--- config.mk ---
export PLATFORM = sky130hd
export DESIGN_NAME = rheo_wiper_ctrl
export DESIGN_NICKNAME = d
export VERILOG_FILES = /design/src/rtl/rheo_pkg.sv /design/src/rtl/rheo_decode.sv /design/src/rtl/rheo_ctrl_reg.sv /design/src/rtl/rheo_wiper_reg.sv /design/src/rtl/rheo_wiper_ctrl.sv
export SDC_FILE = /design/constraint.sdc
export NUM_CORES = 1
export LEC_CHECK = 0
export BUFFER_PORTS_ARGS = -buffer_cell sky130_fd_sc_hd__buf_4
export CORE_MARGIN = 5
export CORE_UTILIZATION = 46
export CTS_BUF_LIST = sky130_fd_sc_hd__clkbuf_4
export DETAILED_ROUTE_END_ITERATION = 10
export GPL_TIMING_DRIVEN = 1
export PLACE_DENSITY = 0.78
export SLEW_MARGIN = 10
export SYNTH_ARGS = -nofsm -noshare
export SYNTH_HDL_FRONTEND = slang
export SYNTH_HIERARCHICAL = 1
export SYNTH_SLANG_ARGS = --single-unit
--- constraint.sdc ---
create_clock -name clk -period 1.88 [get_ports clk]
set_input_delay 0.376 -clock clk [delete_from_list [all_inputs] [get_ports clk]]
set_output_delay 0.376 -clock clk [all_outputs]
set_load 0.02 [all_outputs]
--- src/rtl/rheo_pkg.sv ---
package rheo_pkg;
    typedef enum logic [2:0] {
        OP_NONE,
        OP_WRITE,
        OP_READ,
        OP_STORE,
        OP_RELOAD,
        OP_CTRL
    } rheo_op_t;

    typedef enum logic [1:0] {
        ST_BOOT,
        ST_IDLE,
        ST_LOCKED
    } rheo_state_t;
endpackage

--- src/rtl/rheo_decode.sv ---
module rheo_decode #(
    parameter int CMD_W = 4
) (
    input  logic                 valid_i,
    input  logic [CMD_W-1:0]     code_i,
    output rheo_pkg::rheo_op_t   op_o
);
    import rheo_pkg::*;

    localparam logic [CMD_W-1:0] C_WRITE  = CMD_W'(1);
    localparam logic [CMD_W-1:0] C_READ   = CMD_W'(2);
    localparam logic [CMD_W-1:0] C_STORE  = CMD_W'(3);
    localparam logic [CMD_W-1:0] C_RELOAD = CMD_W'(4);
    localparam logic [CMD_W-1:0] C_CTRL   = CMD_W'(7);

    always_comb begin
        op_o = OP_NONE;
        if (valid_i) begin
            if (code_i == C_WRITE)       op_o = OP_WRITE;
            else if (code_i == C_READ)   op_o = OP_READ;
            else if (code_i == C_STORE)  op_o = OP_STORE;
            else if (code_i == C_RELOAD) op_o = OP_RELOAD;
            else if (code_i == C_CTRL)   op_o = OP_CTRL;
            else                         op_o = OP_NONE;
        end
    end
endmodule

--- src/rtl/rheo_ctrl_reg.sv ---
module rheo_ctrl_reg (
    input  logic       clk,
    input  logic       rst_n,
    input  logic       set_i,
    input  logic [1:0] val_i,
    input  logic       clr_done_i,
    input  logic       ack_i,
    input  logic       ok_i,
    output logic       prog_en_o,
    output logic       wr_en_o,
    output logic       done_o
);
    always_ff @(posedge clk or negedge rst_n) begin
        if (!rst_n) begin
            prog_en_o <= 1'b0;
            wr_en_o   <= 1'b0;
            done_o    <= 1'b0;
        end else begin
            if (set_i) begin
                wr_en_o   <= val_i[1];
                prog_en_o <= val_i[0];
            end
            if (clr_done_i)  done_o <= 1'b0;
            else if (ack_i)  done_o <= ok_i;
        end
    end

    // done only moves on a store start or an acknowledge
    assert_done_hold_R8: assert property (@(posedge clk) disable iff (!rst_n)
        (!ack_i && !clr_done_i) |=> $stable(done_o));
endmodule

--- src/rtl/rheo_wiper_reg.sv ---
module rheo_wiper_reg #(
    parameter int WIDTH = 10
) (
    input  logic             clk,
    input  logic             rst_n,
    input  logic             load_i,
    input  logic [WIDTH-1:0] val_i,
    output logic [WIDTH-1:0] q_o
);
    localparam logic [WIDTH-1:0] MIDSCALE = WIDTH'(1) << (WIDTH - 1);

    always_ff @(posedge clk or negedge rst_n) begin
        if (!rst_n)      q_o <= MIDSCALE;
        else if (load_i) q_o <= val_i;
    end

    // without a load request the code holds
    assert_wiper_hold_R3: assert property (@(posedge clk) disable iff (!rst_n)
        !load_i |=> $stable(q_o));
endmodule

--- src/rtl/rheo_wiper_ctrl.sv ---
module rheo_wiper_ctrl #(
    parameter int WIDTH = 10,
    parameter int CMD_W = 4
) (
    input  logic             clk,
    input  logic             rst_n,
    input  logic             cmd_valid,
    input  logic [CMD_W-1:0] cmd_op,
    input  logic [WIDTH-1:0] cmd_arg,
    input  logic             nv_present,
    input  logic [WIDTH-1:0] nv_word,
    input  logic             prog_ack,
    input  logic             prog_ok,
    output logic [WIDTH-1:0] wiper,
    output logic             store_req,
    output logic [WIDTH-1:0] store_word,
    output logic             busy,
    output logic             wr_en_bit,
    output logic             prog_en_bit,
    output logic             done_bit,
    output logic [WIDTH-1:0] rdata
);
    import rheo_pkg::*;

    localparam logic [WIDTH-1:0] MIDSCALE = WIDTH'(1) << (WIDTH - 1);

    rheo_state_t      state_q, state_d;
    rheo_op_t         op;
    logic             accept;
    logic             start_store;
    logic             wiper_load;
    logic [WIDTH-1:0] wiper_next;
    logic [WIDTH-1:0] restore_val;
    logic [WIDTH-1:0] ctrl_word;

    assign accept      = cmd_valid && (state_q == ST_IDLE);
    assign restore_val = nv_present ? nv_word : MIDSCALE;
    assign start_store = (op == OP_STORE) && prog_en_bit;
    assign ctrl_word   = {{(WIDTH-3){1'b0}}, done_bit, wr_en_bit, prog_en_bit};

    rheo_decode #(.CMD_W(CMD_W)) u_decode (
        .valid_i (accept),
        .code_i  (cmd_op),
        .op_o    (op)
    );

    rheo_ctrl_reg u_ctrl (
        .clk        (clk),
        .rst_n      (rst_n),
        .set_i      (op == OP_CTRL),
        .val_i      (cmd_arg[1:0]),
        .clr_done_i (start_store),
        .ack_i      (prog_ack && state_q == ST_LOCKED),
        .ok_i       (prog_ok),
        .prog_en_o  (prog_en_bit),
        .wr_en_o    (wr_en_bit),
        .done_o     (done_bit)
    );

    // State register
    always_ff @(posedge clk or negedge rst_n) begin
        if (!rst_n) state_q <= ST_BOOT;
        else        state_q <= state_d;
    end

    // Transitions
    always_comb begin
        state_d = state_q;
        unique case (state_q)
            ST_BOOT:   state_d = ST_IDLE;
            ST_IDLE:   if (start_store) state_d = ST_LOCKED;
            ST_LOCKED: if (prog_ack)    state_d = ST_IDLE;
            default:   state_d = ST_BOOT;
        endcase
    end

    // Wiper update selection
    always_comb begin
        wiper_load = 1'b0;
        wiper_next = cmd_arg;
        unique case (state_q)
            ST_BOOT: begin
                wiper_load = 1'b1;
                wiper_next = restore_val;
            end
            ST_IDLE: begin
                if (op == OP_WRITE && wr_en_bit) begin
                    wiper_load = 1'b1;
                    wiper_next = cmd_arg;
                end else if (op == OP_RELOAD) begin
                    wiper_load = 1'b1;
                    wiper_next = restore_val;
                end
            end
            default: wiper_load = 1'b0;
        endcase
    end

    rheo_wiper_reg #(.WIDTH(WIDTH)) u_wiper (
        .clk    (clk),
        .rst_n  (rst_n),
        .load_i (wiper_load),
        .val_i  (wiper_next),
        .q_o    (wiper)
    );

    // Registered outputs
    always_ff @(posedge clk or negedge rst_n) begin
        if (!rst_n) begin
            store_req  <= 1'b0;
            store_word <= '0;
            rdata      <= '0;
        end else begin
            store_req <= start_store;
            if (start_store) store_word <= wiper;
            if (op == OP_READ) rdata <= cmd_arg[0] ? ctrl_word : wiper;
        end
    end

    assign busy = (state_q == ST_LOCKED);

    // protected write leaves the wiper alone
    assert_protected_write_R3: assert property (@(posedge clk) disable iff (!rst_n)
        (cmd_valid && cmd_op == CMD_W'(1) && !wr_en_bit && !busy) |=> $stable(wiper));

    // a request only goes out with program enable and the lock held
    assert_req_gated_R6: assert property (@(posedge clk) disable iff (!rst_n)
        store_req |-> (prog_en_bit && busy));

    // request is a single-cycle pulse
    assert_req_pulse_R6: assert property (@(posedge clk) disable iff (!rst_n)
        store_req |=> !store_req);

    // nothing user-visible changes while locked without acknowledge
    assert_locked_hold_R7: assert property (@(posedge clk) disable iff (!rst_n)
        (busy && !prog_ack) |=> ($stable(wiper) && $stable(wr_en_bit) && $stable(prog_en_bit)
                                 && $stable(rdata) && busy));
endmodule

==> results of run 1 <==
[final cells by class]
class                   instances  area (sq um)  area share [%]
inverters                      11         41.29           1.590
repair buffers                 82         665.6           25.64
flip-flops and latches         36         903.4           34.80
clock buffers                   6         45.04           1.735
multi-input cells              98         845.8           32.58
clock inverters                 2         35.03           1.349
well taps                      48         60.06           2.313
[what timing repair did]
action,in CTS,in global routing
hold buffers,1,0
gates cloned,3,0
setup endpoints to repair,28,32
gates resized for setup,20,10
pin swaps,12,2
hold endpoints to repair,35,0
buffers inserted,1,0
[state kept, by name, indices dropped and copies added, names as in the netlist]
signal            cells
u_wiper/q_o          10
store_req             1
rdata                10
u_ctrl/wr_en_o        1
u_ctrl/done_o         1
state_q               2
u_ctrl/prog_en_o      1
store_word           10
[Yosys cell counts]
library cell | n | share of area [%]
inv_1 | 11 | 2.4
buf_6 | 2 | 1.3
nand2b_1 | 6 | 2.1
nor2_1 | 3 | 0.64
nand2_1 | 26 | 5.6
xnor2_1 | 1 | 0.50
nor2_4 | 1 | 0.64
nor2b_1 | 1 | 0.36
buf_2 | 2 | 0.57
buf_1 | 1 | 0.21
nor4b_4 | 1 | 1.4
and3_1 | 2 | 0.71
dfrtp_1 | 35 | 50
a21o_1 | 1 | 0.43
and3b_2 | 1 | 0.57
dfstp_2 | 1 | 1.5
nand3b_1 | 1 | 0.43
o21ai_0 | 1 | 0.29
a21oi_1 | 1 | 0.29
o21ai_1 | 10 | 2.9
mux2_2 | 12 | 7.7
mux2i_1 | 13 | 7.4
nand4b_1 | 1 | 0.50
or3b_1 | 1 | 0.50
nor2b_2 | 1 | 0.50
and3b_1 | 1 | 0.50
o22ai_1 | 1 | 0.36
and2_1 | 1 | 0.36
mux2_4 | 11 | 9.4
[metrics by stage]
step | std cells | TNS [ps] | power (uW)
global route | 283 | -2701 | 2392
floorplan | 150 | -1168 | 1368
CTS | 283 | -1204 | 2276
finish | 283 | -1183 | 2280
detailed placement | 270 | -1958 | 1711
global placement | 270 | -1520 | 1694
[metal layers]
layer | vias up | global-route usage [%] | part of all wire, %
met2 | 41 | 29.18 | 52
met3 | 9 | 3.787 | 5.9
met1 | 668 | 18.21 | 40
met4 | 0 | 7.516 | 1.9
li1 | 671 | - | -
met5 | - | 0 | 0
[worst min path at each step]
| stage | cells after the start | to | slack (ps) |
|---|---|---|---|
| 2_1_floorplan | 0 | rdata[0]$_DFFE_PN0N_ | 80 |
| 3_3_place_gp | 1 | store_word[3]$_DFFE_PN0P_ | 350 |
| 3_5_place_dp | 1 | store_word[3]$_DFFE_PN0P_ | 350 |
| 4_1_cts | 2 | u_ctrl/wr_en_o$_DFFE_PN0P_ | 260 |
| 5_1_grt | 2 | u_ctrl/wr_en_o$_DFFE_PN0P_ | 270 |
| 6_report | 2 | u_ctrl/wr_en_o$_DFFE_PN0P_ | 280 |
[worst register-to-register path, stage by stage (launching register included)]
cell      delay (ps)
dfrtp_2          410
nand2b_4         140
nor2_2            70
nor2b_4          150
and3_4           210
nand3b_1          90
a21o_1           170
a21oi_2          150
buf_4            170
mux2_4           300
[cells by family after synthesis]
kind of cell,Yosys count
buffers and inverters,16
multiplexers,36
AND/OR/NAND/NOR,47
AO/OA/AOI/OAI,14
XOR/XNOR,1
flip-flops,36
[report_power, final]
part           total [uW]  switching, uW  internal, uW
combinational         704            332           372
clock                 539            246           293
sequential           1040            133           903
[placed cells by master, fill, tap and decap left out, types with 2 or more instances in the layout]
cell / netlist / routed
and3b_2: 1 / 2
nor2_1: 3 / 2
clkbuf_4: 0 / 6
buf_6: 2 / 6
buf_4: 0 / 73
o21ai_1: 10 / 7
nand2_2: 0 / 9
inv_1: 11 / 10
nand2b_1: 6 / 5
nand2_1: 26 / 16
buf_12: 0 / 2
mux2_2: 12 / 12
and3_4: 0 / 2
o21ai_2: 0 / 3
mux2_4: 11 / 11
dfrtp_1: 35 / 34
mux2i_1: 13 / 13
==> impl_metrics.ini, run 1 <==
[run_status]
outcome = finished, violations left
violations = negative setup slack

[min_path]
hold_path.class = input port to register
min_from = cmd_arg[1]

[worst_setup_path]
crit_start = state_q[1]$_DFFE_PN0P_
criticalPathCategory = register to register
crit_path_end_kind = register
rrSetupSlack_ps = -80
start_kind = register
max_stage_delay_ps = 410
critPathTopFamily = simple AND/OR/NAND/NOR gates
cp_num_cells = 9
required_ps = 2120
crit_path_max_fanout = 4
cp-endpoint = u_wiper/q_o[8]$_DFFE_PN0P_
crit_arrival_ps = 2190
path_buf_inv = 1
regToRegStartpoint = state_q[1]$_DFFE_PN0P_
crit_chain = nand2b_4, nor2_2, nor2b_4, and3_4, nand3b_1, a21o_1, a21oi_2, buf_4, mux2_4
ff2ff_path_depth = 9
crit_path_top_delay_cell = dfrtp_2
rr_endpoint = u_wiper/q_o[8]$_DFFE_PN0P_

[logic_synthesis]
syn_inst = 150
yosys_warnings = 6
yosys.area_share.adder_pct = 0
synth-compound-area-share_pct = 4.214
avgSynthCellArea_sq_um = 11.68
muxShareOfSynthArea_pct = 24.57
yosys.area_share.simple_pct = 14.79
synth_seq_cells = 36
synth_cell_type_count = 29
synth_nets = 180
synthXorXnorAreaFrac_pct = 0.5000
synth.cell_area_sq_um = 1752
synth_top_family_by_area = multiplexers
synth-seq-area-share_pct = 51.50

[sta]
finalCritPeriodShare_pct = 104.1
whs_ps = 279.4
relSlewSlack_pct = 71.51
grt_setup_unrepaired = yes
setup_ws_ps = -77.96
clock_skew_ps = 5.659
tightestPinTransition_ps = 427.4
max_freq_mhz = 510.7
setup_viol = 28
slew_viol_final = 0
hold_violations = 0
period_minus_slack_ps = 1958

[finish]
nFillCells = 295
finish.utilization_pct = 70.39
nets = 264
postLayoutCellArea_sq_um = 2596
diodes = 0
drive_above_1_share_pct = 59.15
area_growth_pct = 48.21

[clock_tree]
root_buffer = clkbuf_4
clock_latency_ps = 340
cts_sinks = 36
cts_max_level = 2
cts_buffers = 5
clock_path_buffers = 2
cts_tree = done
path_clk_slew_ps = 100

[place]
port_buffers = 64
dp_hpwl_um = 3118
gp_congestion = 0.7673
post-place-ws_ps = -169.3
placed_cell_area_sq_um = 2380

[floorplanning]
die_height_um = 71.71
die_area_sq_um = 5142
ioPinCount = 65
start_util_pct = 47.49
rows = 22
die_x_um = 71.71
core_sq_um = 3689

[pwr]
ir_drop_mv = 0.4604
p_leak_uw = 0.001398
powerDensity_nw_per_um2 = 878.0

[global_routing]
grt_usage_pct = 16.31
grt_first_pass_wirelength_um = 6499
antenna_found_initial = 0
grt-ovfl-total = 0
grt_pass1_vias = 1419
grt_max_degree = 37

[detailed_routing]
vias = 1389
drtIter0Drc = 68
ant_nets = 0
drt-pass1-iter-count = 4
viasPerCell = 4.908
finalWirelength_um = 4184
wl_per_cell_um = 14.78
detail_route.drc_violations = 0

[job]
maxCapViolCount = 0
Power figures use the tool's default switching activity.
==> run 2, diff against run 1 <==
- ABC_AREA: unset -> 1
==> impl_metrics.ini, run 2 <==
[sta]
finalCritPeriodShare_pct = 91.23
tightestPinTransition_ps = 441.9
relSlewSlack_pct = 70.54
setup_ws_ps = 165.0
setup_viol = 0
max_freq_mhz = 583.1
period_minus_slack_ps = 1715
clock_skew_ps = 4.015
hold_violations = 0
slew_viol_final = 0

[logic_synthesis]
synth_top_cell_area_share_pct = 48.75
synth-edff-count = 0
synth-seq-area-share_pct = 50.21
avgSynthCellArea_sq_um = 7.394
synthTopCellsByArea = dfrtp_1 (49%), nand2_1 (22%), inv_1 (7.5%)
ys_top_cells_by_count = nand2_1 (105), inv_1 (36), dfrtp_1 (35)
synth-async-reset-ratio_pct = 100.0
synth_cell_type_count = 19
synth_largest_area_cell = dfrtp_1
synth.cell_area_sq_um = 1797
synth_nets = 273
synth_seq_cells = 36
ys.flop_type = dfrtp_1
syn_inst = 243
yosys_warnings = 6
yosysMostFrequentCell = nand2_1

[global_routing]
grt_pass1_vias = 1611
antenna_found_initial = 0
grt_max_degree = 37
grt_usage_pct = 17.38
grt_first_pass_wirelength_um = 7224
grt-ovfl-total = 0

[clock_tree]
cts_buffers = 5
cts_max_level = 2
cts_tree = done
cts_sinks = 36
root_buffer = clkbuf_4
path_clk_slew_ps = 100
clock_latency_ps = 330
clock_path_buffers = 2

[worst_setup_path]
required_ps = 2110
crit_arrival_ps = 1950
start_kind = register
ff2ff_path_depth = 14
max_stage_delay_ps = 400
crit_top_cell = nand2_1
crit_path_end_kind = register
crit_path_max_fanout = 6
crit_chain = inv_2, nand2_2, nor2_4, nand3_2, nor2_4, nor2_1, nand2_1, nand2_1, nand2_2, o21ai_0, buf_4, buf_4, nand2_1, nand2_1
criticalPathCategory = register to register
crit_path_top_delay_cell = dfrtp_1

[detailed_routing]
finalWirelength_um = 4221
wl_per_cell_um = 11.50
vias = 1737
viasPerCell = 4.733
drtIter0Drc = 85
drt-pass1-iter-count = 5
detail_route.drc_violations = 0
ant_nets = 0

[floorplanning]
start_util_pct = 48.35
die_x_um = 72.50
die_height_um = 72.50
die_area_sq_um = 5256
ioPinCount = 65
core_sq_um = 3716
rows = 22

[finish]
area_growth_pct = 36.35
nets = 348
final_cell_mix = nand2_1 (104), buf_4 (74), inv_1 (35), dfrtp_1 (35), nand3_1 (19)
diodes = 0
drive_above_1_share_pct = 29.78
final_common_cell = nand2_1
reg_top3 = rdata x10, store_word x10, u_wiper/q_o x10

[place]
dp_hpwl_um = 3267
port_buffers = 64
gp_congestion = 0.7923
post-place-ws_ps = 133.5

[pwr]
ir_drop_mv = 0.3602
powerDensity_nw_per_um2 = 864.5
power_uw = 2118
p_leak_uw = 0.001414

[min_path]
holdPathStages = 3
hold_path.class = input port to register

[run_status]
outcome = complete, no violations

[job]
maxCapViolCount = 0
-- run 2: what timing repair did --
item | 4_1_cts | 5_1_grt
hold endpoints to repair | 35 | 0
setup endpoints to repair | 0 | 25
hold buffers | 1 | 0
gates resized for setup | 0 | 7
setup buffers | 0 | 2
-- run 2: cells by family after synthesis --
| group | after synthesis | synth area share [%] |
|---|---|---|
| AOI/OAI and AO/OA | 21 | 5.850 |
| buffers and inverters | 46 | 11.49 |
| and+or+nand+nor | 140 | 32.45 |
| DFF | 36 | 50.21 |
-- run 2: layout make-up --
class	count	area [sq um]
fillers	350	1266
flip-flops and latches	36	902.1
multi-input cells	161	713.2
repair buffers	76	576.8
inverters	38	146.4
well taps	48	60.06
clock buffers	5	37.54
clock inverters	3	13.76
-- run 2: final timing paths --
check                                          startpoint  slack (ps)                    endpoint
min in group asynchronous                           rst_n         510      state_q[1]$_DFFE_PN0P_
worst max register to register     state_q[1]$_DFFE_PN0P_         160  u_wiper/q_o[6]$_DFFE_PN0P_
max in group asynchronous                           rst_n        1020  u_wiper/q_o[9]$_DFFE_PN1P_
worst min register to register  store_word[9]$_DFFE_PN0P_         490   store_word[9]$_DFFE_PN0P_
worst max-delay path               state_q[1]$_DFFE_PN0P_         160  u_wiper/q_o[6]$_DFFE_PN0P_
worst min-delay path                           cmd_arg[1]         260  u_ctrl/wr_en_o$_DFFE_PN0P_
-- run 2: critical path, delay by kind of cell (launching register included) --
family,cells,cell delay (ps)
buf+inv,3,370
simple gates,10,780
flops,1,400
compound gates,1,70
-- run 2: power breakdown --
group	switching [uW]	internal, uW	leakage [uW]
registers	119	920	0.000457
clock network	241	137	0.0000324
logic	397	304	0.000925
total	757	1360	0.00141
-- run 2: metrics by stage --
stage	cells	utilization (%)	hold slack (ps)	TNS (ps)	area [sq um]
after global placement	356	63.27	349.9	0	2351
after floorplan	243	-	80.41	0	1807
after CTS	365	64.92	253.1	0	2412
after detailed placement	356	63.27	354.0	0	2351
final	367	65.93	261.0	0	2450
after global routing	367	65.93	251.0	-3.301	2450
-- run 2: per-layer routing --
metal	vias up	routed length, um	GRT usage (%)
met4	0	54	6.148
met3	4	281	4.294
met1	789	1866	22.56
li1	889	-	-
met5	-	0	0
met2	55	2019	28.31
==> run 3, diff against run 2 <==
- REMOVE_ABC_BUFFERS: unset -> 1
==> impl_metrics.ini, run 3 (synthesis results as in run 2) <==
[clock_tree]
clock_latency_ps = 340
cts_max_level = 2
root_buffer = clkbuf_4
cts_sinks = 36
post_cts_buffers = 0
path_clk_slew_ps = 110
cts_tree = done
clock_path_buffers = 2
cts_buffers = 5

[floorplanning]
ioPinCount = 65
start_util_pct = 48.35
rows = 22
die_area_sq_um = 5256
core_sq_um = 3716
die_height_um = 72.50
die_x_um = 72.50

[pwr]
ir_drop_mv = 0.3016
p_leak_uw = 0.001391
powerDensity_nw_per_um2 = 875.9

[min_path]
holdPathStages = 3
hold_path.class = input port to register

[finish]
finish.utilization_pct = 64.65
final_cell_mix = nand2_1 (105), buf_4 (71), inv_1 (36)
reg_top3 = rdata x10, store_word x10, u_wiper/q_o x10
regArea_sq_um = 903.4
diodes = 0
drive_above_1_share_pct = 27.62
nets = 345
multi_input_area_sq_um = 693.2
final_common_cell = nand2_1
area_growth_pct = 33.70
nFillCells = 348
postLayoutCellArea_sq_um = 2402

[sta]
hold_violations = 0
slew_viol_final = 0
tightestPinTransition_ps = 454.9
relSlewSlack_pct = 69.67
max_freq_mhz = 590.1
setup_viol = 0
finalCritPeriodShare_pct = 90.13
setup_tns_ps = 0
grt_setup_unrepaired = yes
clock_skew_ps = 6.199
period_minus_slack_ps = 1695

[worst_setup_path]
ff2ff_path_depth = 12
max_stage_delay_ps = 390
path_buf_inv = 2
crit_path_max_fanout = 10
critPathTopFamily = simple AND/OR/NAND/NOR gates
crit_top_cell = nand2_1
crit_path_end_kind = register
crit_path_top_delay_cell = dfrtp_1
crit_chain = inv_1, nand2_1, nor2_2, nand3_1, nor2_2, nand2_1, nand2_1, nand2_2, o21ai_1, buf_4, nand2_1, nand2_1
required_ps = 2160
crit_arrival_ps = 1980
cp_num_cells = 12
start_kind = register
criticalPathCategory = register to register

[global_routing]
antenna_found_initial = 0
grt_max_degree = 37
grt_usage_pct = 17.58
grt_pass1_vias = 1557
grt_first_pass_wirelength_um = 7238
grt-ovfl-total = 0

[place]
gp_congestion = 0.8101
placed_cell_area_sq_um = 2333
port_buffers = 64
dp_hpwl_um = 3231

[job]
maxCapViolCount = 0

[run_status]
outcome = complete, no violations

[detailed_routing]
viasPerCell = 4.650
vias = 1688
detail_route.drc_violations = 0
ant_nets = 0
finalWirelength_um = 4353
wl_per_cell_um = 11.99
drt-pass1-iter-count = 4
drtIter0Drc = 173
-- run 3: layer usage --
| metal | GRT usage, % | part of all wire (%) | routed length [um] |
|---|---|---|---|
| met1 | 23.46 | 43 | 1869 |
| met5 | 0 | 0 | 0 |
| met4 | 5.533 | 1.3 | 57 |
| met3 | 3.601 | 7.4 | 321 |
| met2 | 28.72 | 48 | 2105 |
-- run 3: final cells by class --
| type | count | share of cell area [%] |
|---|---|---|
| Multi-Input combinational cell | 161 | 28.85 |
| Clock buffer | 5 | 1.563 |
| Inverter | 38 | 6.094 |
| Sequential cell | 36 | 37.60 |
| Clock inverter | 2 | 0.3125 |
| Timing Repair Buffer | 73 | 23.07 |
| Tap cell | 48 | 2.500 |
-- run 3: what timing repair did --
action / CTS / global route
hold endpoints to repair: 25 / 0
hold buffers: 1 / 0
gates resized for setup: 0 / 6
endpoints found under the setup margin: 0 / 33
-- run 3: power by group --
group          internal (uW)  total [uW]  switching [uW]
combinational            300         695             395
sequential               920        1030             112
clock                    131         378             247
-- run 3: worst min-delay path, cell delays in order --
cell and delay [ps]:
buf_4 90, nand2_1 40, o21ai_1 60
-- run 3: final timing paths --
path	start	endpoint	slack, ps
min in group asynchronous	rst_n	u_ctrl/wr_en_o$_DFFE_PN0P_	520
worst max-delay path	state_q[1]$_DFFE_PN0P_	u_wiper/q_o[0]$_DFFE_PN0P_	190
worst min register to register	store_word[8]$_DFFE_PN0P_	store_word[8]$_DFFE_PN0P_	490
max in group asynchronous	rst_n	u_wiper/q_o[9]$_DFFE_PN1P_	1010
worst max register to register	state_q[1]$_DFFE_PN0P_	u_wiper/q_o[0]$_DFFE_PN0P_	190
worst min-delay path	cmd_arg[1]	u_ctrl/wr_en_o$_DFFE_PN0P_	260
-- run 3: stage by stage --
stage          hold WS [ps]  cells  power, uW  worst slack [ps]
2_1_floorplan         80.41    235       1379            -632.8
4_1_cts               256.1    363       2120             57.36
5_1_grt               256.9    363       2236           -0.4028
6_report              258.9    363       2104             185.5
3_3_place_gp          357.1    355       1732             173.0
3_5_place_dp          358.7    355       1749             106.8
